## src/rtl/exalu_pkg.sv

```systemverilog
package exalu_pkg;

    typedef enum logic [3:0] {
        OP_ADD  = 4'd0,
        OP_SUB  = 4'd1,
        OP_AND  = 4'd2,
        OP_OR   = 4'd3,
        OP_XOR  = 4'd4,
        OP_NOR  = 4'd5,
        OP_SLT  = 4'd6,
        OP_SLTU = 4'd7,
        OP_SLL  = 4'd8,
        OP_SRL  = 4'd9,
        OP_SRA  = 4'd10,
        OP_LUI  = 4'd11,
        OP_MOVN = 4'd12,
        OP_MOVZ = 4'd13,
        OP_RSV0 = 4'd14,
        OP_RSV1 = 4'd15
    } alu_op_e;

    typedef enum logic [1:0] {
        SRC_RT   = 2'd0,
        SRC_SEXT = 2'd1,
        SRC_ZEXT = 2'd2,
        SRC_ALT  = 2'd3
    } src_sel_e;

endpackage

```

## src/rtl/exalu_opsel.sv

```systemverilog
module exalu_opsel
    import exalu_pkg::*;
#(
    parameter int XLEN = 32,
    parameter int IMMW = 16
) (
    input  logic [XLEN-1:0] rt_i,
    input  logic [IMMW-1:0] imm_i,
    input  logic [1:0]      sel_i,
    output logic [XLEN-1:0] opb_o
);
    localparam int PADW = XLEN - IMMW;

    always_comb begin
        unique case (src_sel_e'(sel_i))
            SRC_SEXT: opb_o = {{PADW{imm_i[IMMW-1]}}, imm_i};
            SRC_ZEXT: opb_o = {{PADW{1'b0}}, imm_i};
            default:  opb_o = rt_i;
        endcase
    end
endmodule

```

## src/rtl/exalu_arith.sv

```systemverilog
module exalu_arith #(
    parameter int XLEN = 32
) (
    input  logic [XLEN-1:0] a_i,
    input  logic [XLEN-1:0] b_i,
    input  logic            sub_i,
    output logic [XLEN-1:0] sum_o,
    output logic            lt_s_o,
    output logic            lt_u_o
);
    localparam int MSB = XLEN - 1;

    logic [XLEN:0] wide;

    // one adder serves add, subtract and both compares
    always_comb begin
        wide   = {1'b0, a_i} + {1'b0, b_i ^ {XLEN{sub_i}}} + {{XLEN{1'b0}}, sub_i};
        sum_o  = wide[MSB:0];
        lt_u_o = ~wide[XLEN];
        lt_s_o = (a_i[MSB] ^ b_i[MSB]) ? a_i[MSB] : wide[MSB];
    end
endmodule

```

## src/rtl/exalu_shift.sv

```systemverilog
module exalu_shift #(
    parameter int XLEN = 32,
    parameter int SHW  = $clog2(XLEN)
) (
    input  logic [XLEN-1:0] val_i,
    input  logic [SHW-1:0]  amt_i,
    input  logic            right_i,
    input  logic            arith_i,
    output logic [XLEN-1:0] res_o
);
    logic [XLEN-1:0] stg [SHW+1];
    logic            fill;

    // left shifts reuse the right shifter on bit-reversed data
    always_comb begin
        fill = arith_i & right_i & val_i[XLEN-1];
        for (int i = 0; i < XLEN; i++) begin
            stg[0][i] = right_i ? val_i[i] : val_i[XLEN-1-i];
        end
    end

    for (genvar k = 0; k < SHW; k++) begin : g_stage
        localparam int DIST = 1 << k;
        always_comb begin
            if (amt_i[k]) stg[k+1] = {{DIST{fill}}, stg[k][XLEN-1:DIST]};
            else          stg[k+1] = stg[k];
        end
    end

    always_comb begin
        for (int i = 0; i < XLEN; i++) begin
            res_o[i] = right_i ? stg[SHW][i] : stg[SHW][XLEN-1-i];
        end
    end
endmodule

```

## src/rtl/exalu.sv

```systemverilog
module exalu
    import exalu_pkg::*;
#(
    parameter int XLEN = 32,
    parameter int IMMW = 16,
    parameter int SHW  = $clog2(XLEN)
) (
    input  logic [3:0]      op_i,
    input  logic [XLEN-1:0] rs_val_i,
    input  logic [XLEN-1:0] rt_val_i,
    input  logic [IMMW-1:0] imm_i,
    input  logic [1:0]      src_sel_i,
    input  logic [SHW-1:0]  shamt_i,
    input  logic            shvar_i,
    output logic [XLEN-1:0] result_o,
    output logic            wr_cancel_o
);
    localparam int LOW = XLEN - IMMW;

    typedef struct packed {
        logic [XLEN-1:0] result;
        logic            cancel;
    } alu_out_t;

    alu_op_e         op;
    logic [XLEN-1:0] opb;
    logic [XLEN-1:0] sum;
    logic            lt_s;
    logic            lt_u;
    logic [XLEN-1:0] shres;
    logic [SHW-1:0]  amt;
    logic            rt_zero;
    alu_out_t        out_d;

    assign op      = alu_op_e'(op_i);
    assign amt     = shvar_i ? rs_val_i[SHW-1:0] : shamt_i;
    assign rt_zero = (rt_val_i == '0);

    exalu_opsel #(.XLEN(XLEN), .IMMW(IMMW)) u_opsel (
        .rt_i  (rt_val_i),
        .imm_i (imm_i),
        .sel_i (src_sel_i),
        .opb_o (opb)
    );

    exalu_arith #(.XLEN(XLEN)) u_arith (
        .a_i    (rs_val_i),
        .b_i    (opb),
        .sub_i  (op != OP_ADD),
        .sum_o  (sum),
        .lt_s_o (lt_s),
        .lt_u_o (lt_u)
    );

    exalu_shift #(.XLEN(XLEN), .SHW(SHW)) u_shift (
        .val_i   (rt_val_i),
        .amt_i   (amt),
        .right_i (op != OP_SLL),
        .arith_i (op == OP_SRA),
        .res_o   (shres)
    );

    always_comb begin
        out_d = '0;
        unique case (op)
            OP_ADD, OP_SUB:         out_d.result = sum;
            OP_AND:                 out_d.result = rs_val_i & opb;
            OP_OR:                  out_d.result = rs_val_i | opb;
            OP_XOR:                 out_d.result = rs_val_i ^ opb;
            OP_NOR:                 out_d.result = ~(rs_val_i | opb);
            OP_SLT:                 out_d.result = {{(XLEN-1){1'b0}}, lt_s};
            OP_SLTU:                out_d.result = {{(XLEN-1){1'b0}}, lt_u};
            OP_SLL, OP_SRL, OP_SRA: out_d.result = shres;
            OP_LUI:                 out_d.result = {imm_i, {LOW{1'b0}}};
            OP_MOVN: begin
                out_d.result = rs_val_i;
                out_d.cancel = rt_zero;
            end
            OP_MOVZ: begin
                out_d.result = rs_val_i;
                out_d.cancel = ~rt_zero;
            end
            default:                out_d = '0;
        endcase
    end

    assign result_o    = out_d.result;
    assign wr_cancel_o = out_d.cancel;
endmodule

```

## config.mk

```make
export PLATFORM = sky130hd
export DESIGN_NAME = exalu
export DESIGN_NICKNAME = d
export VERILOG_FILES = /design/src/rtl/exalu_pkg.sv /design/src/rtl/exalu_opsel.sv /design/src/rtl/exalu_arith.sv /design/src/rtl/exalu_shift.sv /design/src/rtl/exalu.sv
export SDC_FILE = /design/constraint.sdc
export NUM_CORES = 1
export LEC_CHECK = 0
export BUFFER_PORTS_ARGS = -buffer_cell sky130_fd_sc_hd__buf_2
export CAP_MARGIN = 20
export CORE_AREA = 10 10 148 150
export DETAILED_ROUTE_END_ITERATION = 7
export DIE_AREA = 0 0 158 160
export MAX_ROUTING_LAYER = met4
export RECOVER_POWER = 25
export SLEW_MARGIN = 30
export SYNTH_ARGS = -nofsm -noshare
export SYNTH_HDL_FRONTEND = slang
export SYNTH_SLANG_ARGS = --single-unit
```

## constraint.sdc

```tcl
create_clock -name vclk -period 7.4
set_input_delay 0.74 -clock vclk [all_inputs]
set_output_delay 0.74 -clock vclk [all_outputs]
set_load 0.1 [all_outputs]
```

**After elaboration in Yosys (flattened, before gate mapping)**

Cells that the tools add are included.

- Bits in registers: 0
- Input port bits: 92
- Output and inout bits: 33
- Logic and storage cells: 108

- Add/subtract/negate cells: 2
- Equal/unequal tests: 16
- Multiplexer cells: 74
- Bitwise logic cells: 10
- Reductions and logical operators: 6

Operators by type and width:

| cell | count |
|---|---|
| 32-bit case mux with 10 select lines | 1 |
| 32-bit two-way mux | 5 |
| 1-bit two-way mux | 65 |
| 32-bit case mux with 2 select lines | 1 |
| 32-bit bitwise XOR | 2 |
| 32-bit by 32-bit adder with 33-bit output | 1 |
| 33-bit by 1-bit adder with 33-bit output | 1 |
| 32-bit bitwise AND | 1 |
| 32-bit zero test | 1 |
| 32-bit NOT | 1 |
| 32-bit OR | 1 |
| 4-bit equality test (second input constant) | 6 |
| 4-bit by 3-bit equality test with 1-bit output (second input constant) | 4 |
| 4-bit by 2-bit equality test with 1-bit output (second input constant) | 2 |
| 5-bit two-way mux | 1 |
| 4-bit by 1-bit equality test with 1-bit output (second input constant) | 1 |
| 4-bit zero test | 1 |
| 4-bit inequality test (second input constant) | 1 |
| 4-bit nonzero test | 1 |
| 2-bit OR reduction | 2 |
| 3-bit OR reduction | 1 |
| 1-bit bitwise AND | 2 |
| 2-bit by 1-bit equality test with 1-bit output (second input constant) | 1 |
| 2-bit equality test (second input constant) | 1 |
| 3 further kinds | 4 |

**Depth between registers and ports, before layout**

Gate-level depths: netlist of the first run.

- Word-level depth: 10
- Depth in mapped cells: 17
- Depth with buffers taken out: 15

**By module**

A second synthesis of the first run with hierarchy kept.

- Cells, all modules: 1,228
- Area, all modules: 8,817.2 um^2

By module, submodules not included:

| module | instances | cells an instance | area each (um^2) | seq. area each (um^2) |
|---|---|---|---|---|
| exalu_shift | 1 | 471 | 3,482.1 | 0.0 |
| exalu | 1 | 368 | 2,597.5 | 0.0 |
| exalu_arith | 1 | 296 | 2,247.2 | 0.0 |
| exalu_opsel | 1 | 93 | 490.5 | 0.0 |

**Worst setup path after synthesis of the first run**

Ideal clock, no wire load.

- Path kind: input to output
- Start point: input src_sel_i[0]
- End point: output result_o[24]
- Arrival time: 5.504 ns
- Required time: 6.660 ns
- Path slack: 1.156 ns
- Stages: 16
- Buffers on the path: 2
- Path through: inv_1 -> ha_1 -> clkbuf_1 -> nor2_1 -> clkbuf_1 -> a22oi_1 -> xor2_1 -> fa_1 -> a21oi_1 -> nor2_1 -> a311oi_1 -> nor4_1 -> o21ai_0 -> and4_1 -> nor3_1 -> a22oi_1

- Cells in the longest elaborated chain, start to end: 6
- Elaborated cells on any way between the ends: 11
- Classes of those cells: 2 x add/sub; 2 x eq/ne; 2 x mux; 5 x bitwise

Ends and longest elaborated chain:

| what | RTL line | source |
|---|---|---|
| start: declaration | exalu.sv:12 | `input logic [1:0] src_sel_i,` |
| 2-bit equality test / 2-bit by 1-bit equality test with 1-bit output (equally long branches) | exalu_opsel.sv:15 | `unique case (src_sel_e'(sel_i))` |
| 32-bit case mux with 2 select lines * | exalu_opsel.sv:15 |  |
| 32-bit bitwise XOR | exalu_arith.sv:17 | `wide = {1'b0, a_i} + {1'b0, b_i ^ {XLEN{sub_i}}} + {{XLEN{1'b0}}, sub_i};` |
| 32-bit by 32-bit adder with 33-bit output | exalu_arith.sv:17 |  |
| 33-bit by 1-bit adder with 33-bit output | exalu_arith.sv:17 |  |
| 32-bit case mux with 10 select lines * | exalu.sv:65 | `unique case (op)` |
| end: declaration | exalu.sv:15 | `output logic [XLEN-1:0] result_o,` |

Every way passes the cells marked *; elsewhere a longest branch is shown, timed or not.

**Worst setup path after layout of the first run**

- Start point: input shvar_i
- End point: output result_o[13]

- Cells in the longest elaborated chain, start to end: 8

Ends and longest elaborated chain:

| what | RTL line | source |
|---|---|---|
| start: declaration | exalu.sv:14 | `input logic shvar_i,` |
| 5-bit two-way mux * | exalu.sv:36 | `assign amt = shvar_i ? rs_val_i[SHW-1:0] : shamt_i;` |
| 32-bit two-way mux (4 in series) | exalu_shift.sv:25 | `if (amt_i[k]) stg[k+1] = {{DIST{fill}}, stg[k][XLEN-1:DIST]};` |
| 32-bit two-way mux * | exalu_shift.sv:25 |  |
| 1-bit two-way mux * | exalu_shift.sv:32 | `res_o[i] = right_i ? stg[SHW][i] : stg[SHW][XLEN-1-i];` |
| 32-bit case mux with 10 select lines * | exalu.sv:65 |  |

Marks and branches as above.

==> results.sh, run 1 <==
export IMPL_synth_cell_types=76
export IMPL_via_per_inst=6.93
export IMPL_crit_start="shvar_i"
export IMPL_postCtsHoldBufs=0
export IMPL_yosysTopAreaCell="ha_1"
export IMPL_synth_most_common_cell="nand2_1"
export IMPL_grt_max_degree=51
export IMPL_die_h_um=160
export IMPL_p_per_area_nw_per_um2=140
export IMPL_synthDominantCellAreaShare=0.147
export IMPL_drc=0
export IMPL_avgSynthCellArea_sq_um=7.41
export IMPL_fmax_mhz=158
export IMPL_required_ns=6.66
export IMPL_crit_path_max_fanout=44
export IMPL_dpl_worst_slack_ns=1.49
export IMPL_hold_viol_final=0
export IMPL_netlist_instances=1127
export IMPL_gp_congestion=1.04
export IMPL_wire_per_inst_um=27.4
export IMPL_clkbuf_count=0
export IMPL_synth_common_cells="109 x nand2_1, 98 x ha_1, 92 x inv_1, 80 x a21oi_1, 74 x mux2i_1"
export IMPL_start_util=0.438
export IMPL_seq_area_sq_um=0
export IMPL_rsz0062_at_grt="no"
export IMPL_hp_class="input port to primary output"
export IMPL_ys_seq_area_frac=0
export IMPL_portBuffers=125
export IMPL_finalNonFillerCells=1418
export IMPL_end_kind="primary output"
export IMPL_postCtsSetupRepairBufs=0
export IMPL_finalNetCount=1373
export IMPL_dpl_cell_count=1418
export IMPL_rows=51
export IMPL_ys_warn_count=0
export IMPL_grt_first_pass_wirelength_mm=57.7
export IMPL_ctsResizeCount=0
export IMPL_drt_total_wl_mm=38.9
export IMPL_syn2layout_area_growth_pct=7.76
export IMPL_antenna_left=0
export IMPL_die_area_sq_um=25300
export IMPL_io_pins=125
export IMPL_min_period_over_period=0.855
export IMPL_postLayoutCellArea_sq_um=9000
export IMPL_core_area_sq_um=19100
export IMPL_place_area_sq_um=9000
export IMPL_cp_data_arrival_time_ns=5.59
export IMPL_drt_initial_drc_count=1327
export IMPL_slew_viol_final=0
export IMPL_setup_slack_ns=1.07
export IMPL_fin_setup_tns_ns=0
export IMPL_post_route_min_period_ns=6.33
export IMPL_synth_nets=1318
export IMPL_seq_cells=0
export IMPL_worstSetupStartpointType="input port"
export IMPL_synth_area_sq_um=8350
export IMPL_irDropWorstVdd_uv=102
export IMPL_vias=9826
export IMPL_overflow=0
export IMPL_track_usage=0.299
export IMPL_worst_pin_slew_ns=1.24
export IMPL_n_antenna_cell=0
export IMPL_slew_headroom=0.173
export IMPL_netlist_top_cells_area="ha_1 15%, mux4_2 10%, mux2i_1 8.9%"
export IMPL_fill_cells=1997
export IMPL_grt_pass1_vias=9257
export IMPL_max_cap_violations=0
export IMPL_path_class="input port to primary output"
export IMPL_timing_hold_ws_ns=2.31
export IMPL_drive_above_1_share=0.179
export IMPL_power_leakage_uw=0.00414
export IMPL_hpwl_mm=30.6
export IMPL_endpoint="result_o[13]"
export IMPL_antenna_found_initial=0
export IMPL_setup_viol=0
export IMPL_drt_pass1_iterations=6
export IMPL_outcome="finished, final reports clean"
export IMPL_die_x_um=158
## through the flow
stage,utilization,power [uW]
after floorplan,-,905
after global placement,0.472,1230
after detailed placement,0.472,1230
after CTS,0.472,1230
after global routing,0.472,1330
final,0.472,1260
## critical path, cell delays in order
cell and delay, ns:
buf_2 0.33, mux2i_4 0.85, clkbuf_2 1.06, mux2i_1 0.26, mux2_2 0.34, mux2i_1 0.12
o21ai_0 0.13, o221ai_1 0.45, nand2_1 0.15, o211ai_1 0.20, clkbuf_1 0.92
## layout make-up
type                       instances  area [sq um]  share of cell area
inverter                          92           345              0.0384
tap                              238           298              0.0331
multi-input combinational        943          7580               0.843
timing repair buffer             145           768              0.0854
## logic make-up (layout without fill, tap and decap cells)
kind of cell    count (synthesis)  after routing  synth area share
buf+inv                       184            237            0.0964
compound gates                373            373             0.306
xor+xnor                       53             53            0.0556
fa+ha+maj                      99             99             0.149
simple gates                  284            284             0.159
mux                           134            134             0.234
## layout by cell type (no fill, tap or decap), types with 51 or more instances in the layout
cell type    n
buf_2      121
nand2_1    109
ha_1        98
inv_1       92
a21oi_1     80
mux2i_1     73
o21ai_0     62
nor2_1      58
a22oi_1     51
## layer usage
layer  track usage  wire length (um)
met5             -                 0
met4        0.0868              1450
met3        0.0494              3970
met2         0.456             17400
met1         0.397             16100
## report_power, final
part | total, uW | switching, uW | leakage (uW) | internal, uW
sequential | 0 | 0 | 0 | 0
combinational | 1260 | 890 | 0.00414 | 373
clock | 0 | 0 | 0 | 0
## worst min path at each step
stage | startpoint | slack, ns | cells past startpoint | endpoint
4_1_cts | op_i[0] | 2.16 | 4 | wr_cancel_o
2_1_floorplan | rs_val_i[11] | 2.22 | 3 | result_o[11]
3_3_place_gp | op_i[0] | 2.14 | 4 | wr_cancel_o
6_report | rs_val_i[9] | 2.31 | 6 | result_o[9]
5_1_grt | rs_val_i[5] | 2.35 | 5 | result_o[5]
3_5_place_dp | op_i[0] | 2.15 | 4 | wr_cancel_o
(Power assumes the default switching activity.)
==> inputs of run 2 (changes only) <==
==> constraint.sdc (replaced) <==
create_clock -name vclk -period 6.7
set_input_delay 0.67 -clock vclk [all_inputs]
set_output_delay 0.67 -clock vclk [all_outputs]
set_load 0.1 [all_outputs]
==> run 2 against run 1 <==
Compared with the run above:
- clock-buffer cell count unchanged
- hold slack worse by 0.22 ns
- first-iteration DRC count up 7.1%
- global-route usage up 0.54 points
- largest cell class unchanged
==> results.sh, run 2 (synthesis results as in run 1) <==
export IMPL_outcome="finished, final reports clean"
export IMPL_overflow=0
export IMPL_antenna_left=0
export IMPL_drt_total_wl_mm=39.2
export IMPL_rows=51
export IMPL_fmax_mhz=169
export IMPL_worst_path_largest_cell_delay_ns=0.90
export IMPL_postLayoutCellArea_sq_um=9110
export IMPL_path_cells="clkbuf_1 > mux2i_4 > buf_4 > mux4_2 > a21oi_1 > a311oi_1 > nand2b_1 > o211ai_1 > nand4_1 > clkbuf_1"
export IMPL_min_period_over_period=0.882
export IMPL_hp_class="input port to primary output"
export IMPL_portBuffers=125
export IMPL_antenna_found_initial=2
export IMPL_io_pins=125
export IMPL_hpwl_mm=31.0
export IMPL_place_area_sq_um=9090
export IMPL_postCtsHoldBufs=0
export IMPL_syn2layout_area_growth_pct=9.08
export IMPL_die_h_um=160
export IMPL_slew_viol_final=0
export IMPL_start_util=0.438
export IMPL_grt_first_pass_wirelength_mm=58.7
export IMPL_rsz0062_at_grt="no"
export IMPL_worstSetupStartpointType="input port"
export IMPL_grt_pass1_vias=9225
export IMPL_finalNetCount=1374
export IMPL_max_cap_violations=0
export IMPL_hold_viol_final=0
export IMPL_seq_cells=0
export IMPL_final_common_cell="buf_2"
export IMPL_crit_path_max_fanout=19
export IMPL_core_area_sq_um=19100
export IMPL_hold_depth=5
export IMPL_drt_pass1_iterations=6
export IMPL_setup_viol=0
export IMPL_grt_max_degree=51
export IMPL_track_usage=0.304
export IMPL_setup_slack_ns=0.788
export IMPL_end_kind="primary output"
export IMPL_die_area_sq_um=25300
export IMPL_worst_pin_slew_ns=1.21
export IMPL_wire_per_inst_um=27.6
export IMPL_vias=9766
export IMPL_die_x_um=158
export IMPL_path_class="input port to primary output"
export IMPL_cpMostUsedCell="clkbuf_1"
export IMPL_finalNonFillerCells=1421
export IMPL_post_route_min_period_ns=5.91
export IMPL_dpl_cell_count=1418
export IMPL_required_ns=6.03
export IMPL_drt_initial_drc_count=1421
export IMPL_gp_congestion=1.02
export IMPL_ctsResizeCount=0
export IMPL_drive_above_1_share=0.179
export IMPL_slowest_stage="clkbuf_1"
export IMPL_dpl_worst_slack_ns=0.969
export IMPL_seq_area_sq_um=0
export IMPL_drc=0
export IMPL_via_per_inst=6.87
export IMPL_fin_setup_tns_ns=0
export IMPL_layout_common_cells="114 x buf_2, 109 x nand2_1, 98 x ha_1"
export IMPL_slew_headroom=0.197
export IMPL_cp_data_arrival_time_ns=5.24
export IMPL_postCtsSetupRepairBufs=0
export IMPL_clkbuf_count=0
## run 2: cell count changes in the layout (fill, tap and decap cells not counted)
cell and change:
nor4_1 -1, clkbuf_2 -1, nor4_2 +1, a21oi_2 +1
buf_2 -7, buf_4 -1, diode_2 +2, a21oi_1 -1
buf_6 +1, buf_12 +6, clkbuf_1 +3
## run 2: metrics by stage
| stage | hold WS, ns | utilization |
|---|---|---|
| detailed placement | 2.00 | 0.477 |
| floorplan | 2.08 | - |
| global route | 2.10 | 0.477 |
| finish | 2.09 | 0.477 |
| global placement | 1.99 | 0.476 |
| CTS | 2.00 | 0.477 |
## run 2: layout make-up
cell class / count / area [sq um]
diodes: 2 / 5.00
fillers: 1972 / 9970
inverters: 92 / 345
multi-input cells: 943 / 7590
well taps: 238 / 298
repair buffers: 146 / 863
## run 2: path summary, 6_finish.rpt
| path | from | endpoint | slack [ns] |
|---|---|---|---|
| setup / recovery | shvar_i | result_o[5] | 0.79 |
| hold / removal | imm_i[12] | result_o[28] | 2.09 |
## run 2: metal layers
metal,up-vias,GRT usage,part of all wire
li1,4384,-,-
met1,4682,0.410,0.41
met2,612,0.445,0.43
met5,-,-,0
met3,88,0.0631,0.12
met4,0,0.0956,0.041
## run 2: critical path: cells and delay by family
family / cells / cell delay [ns]
buffers and inverters: 3 / 1.93
muxes: 2 / 1.21
AOI/OAI and AO/OA: 3 / 1.04
and+or+nand+nor: 2 / 0.37
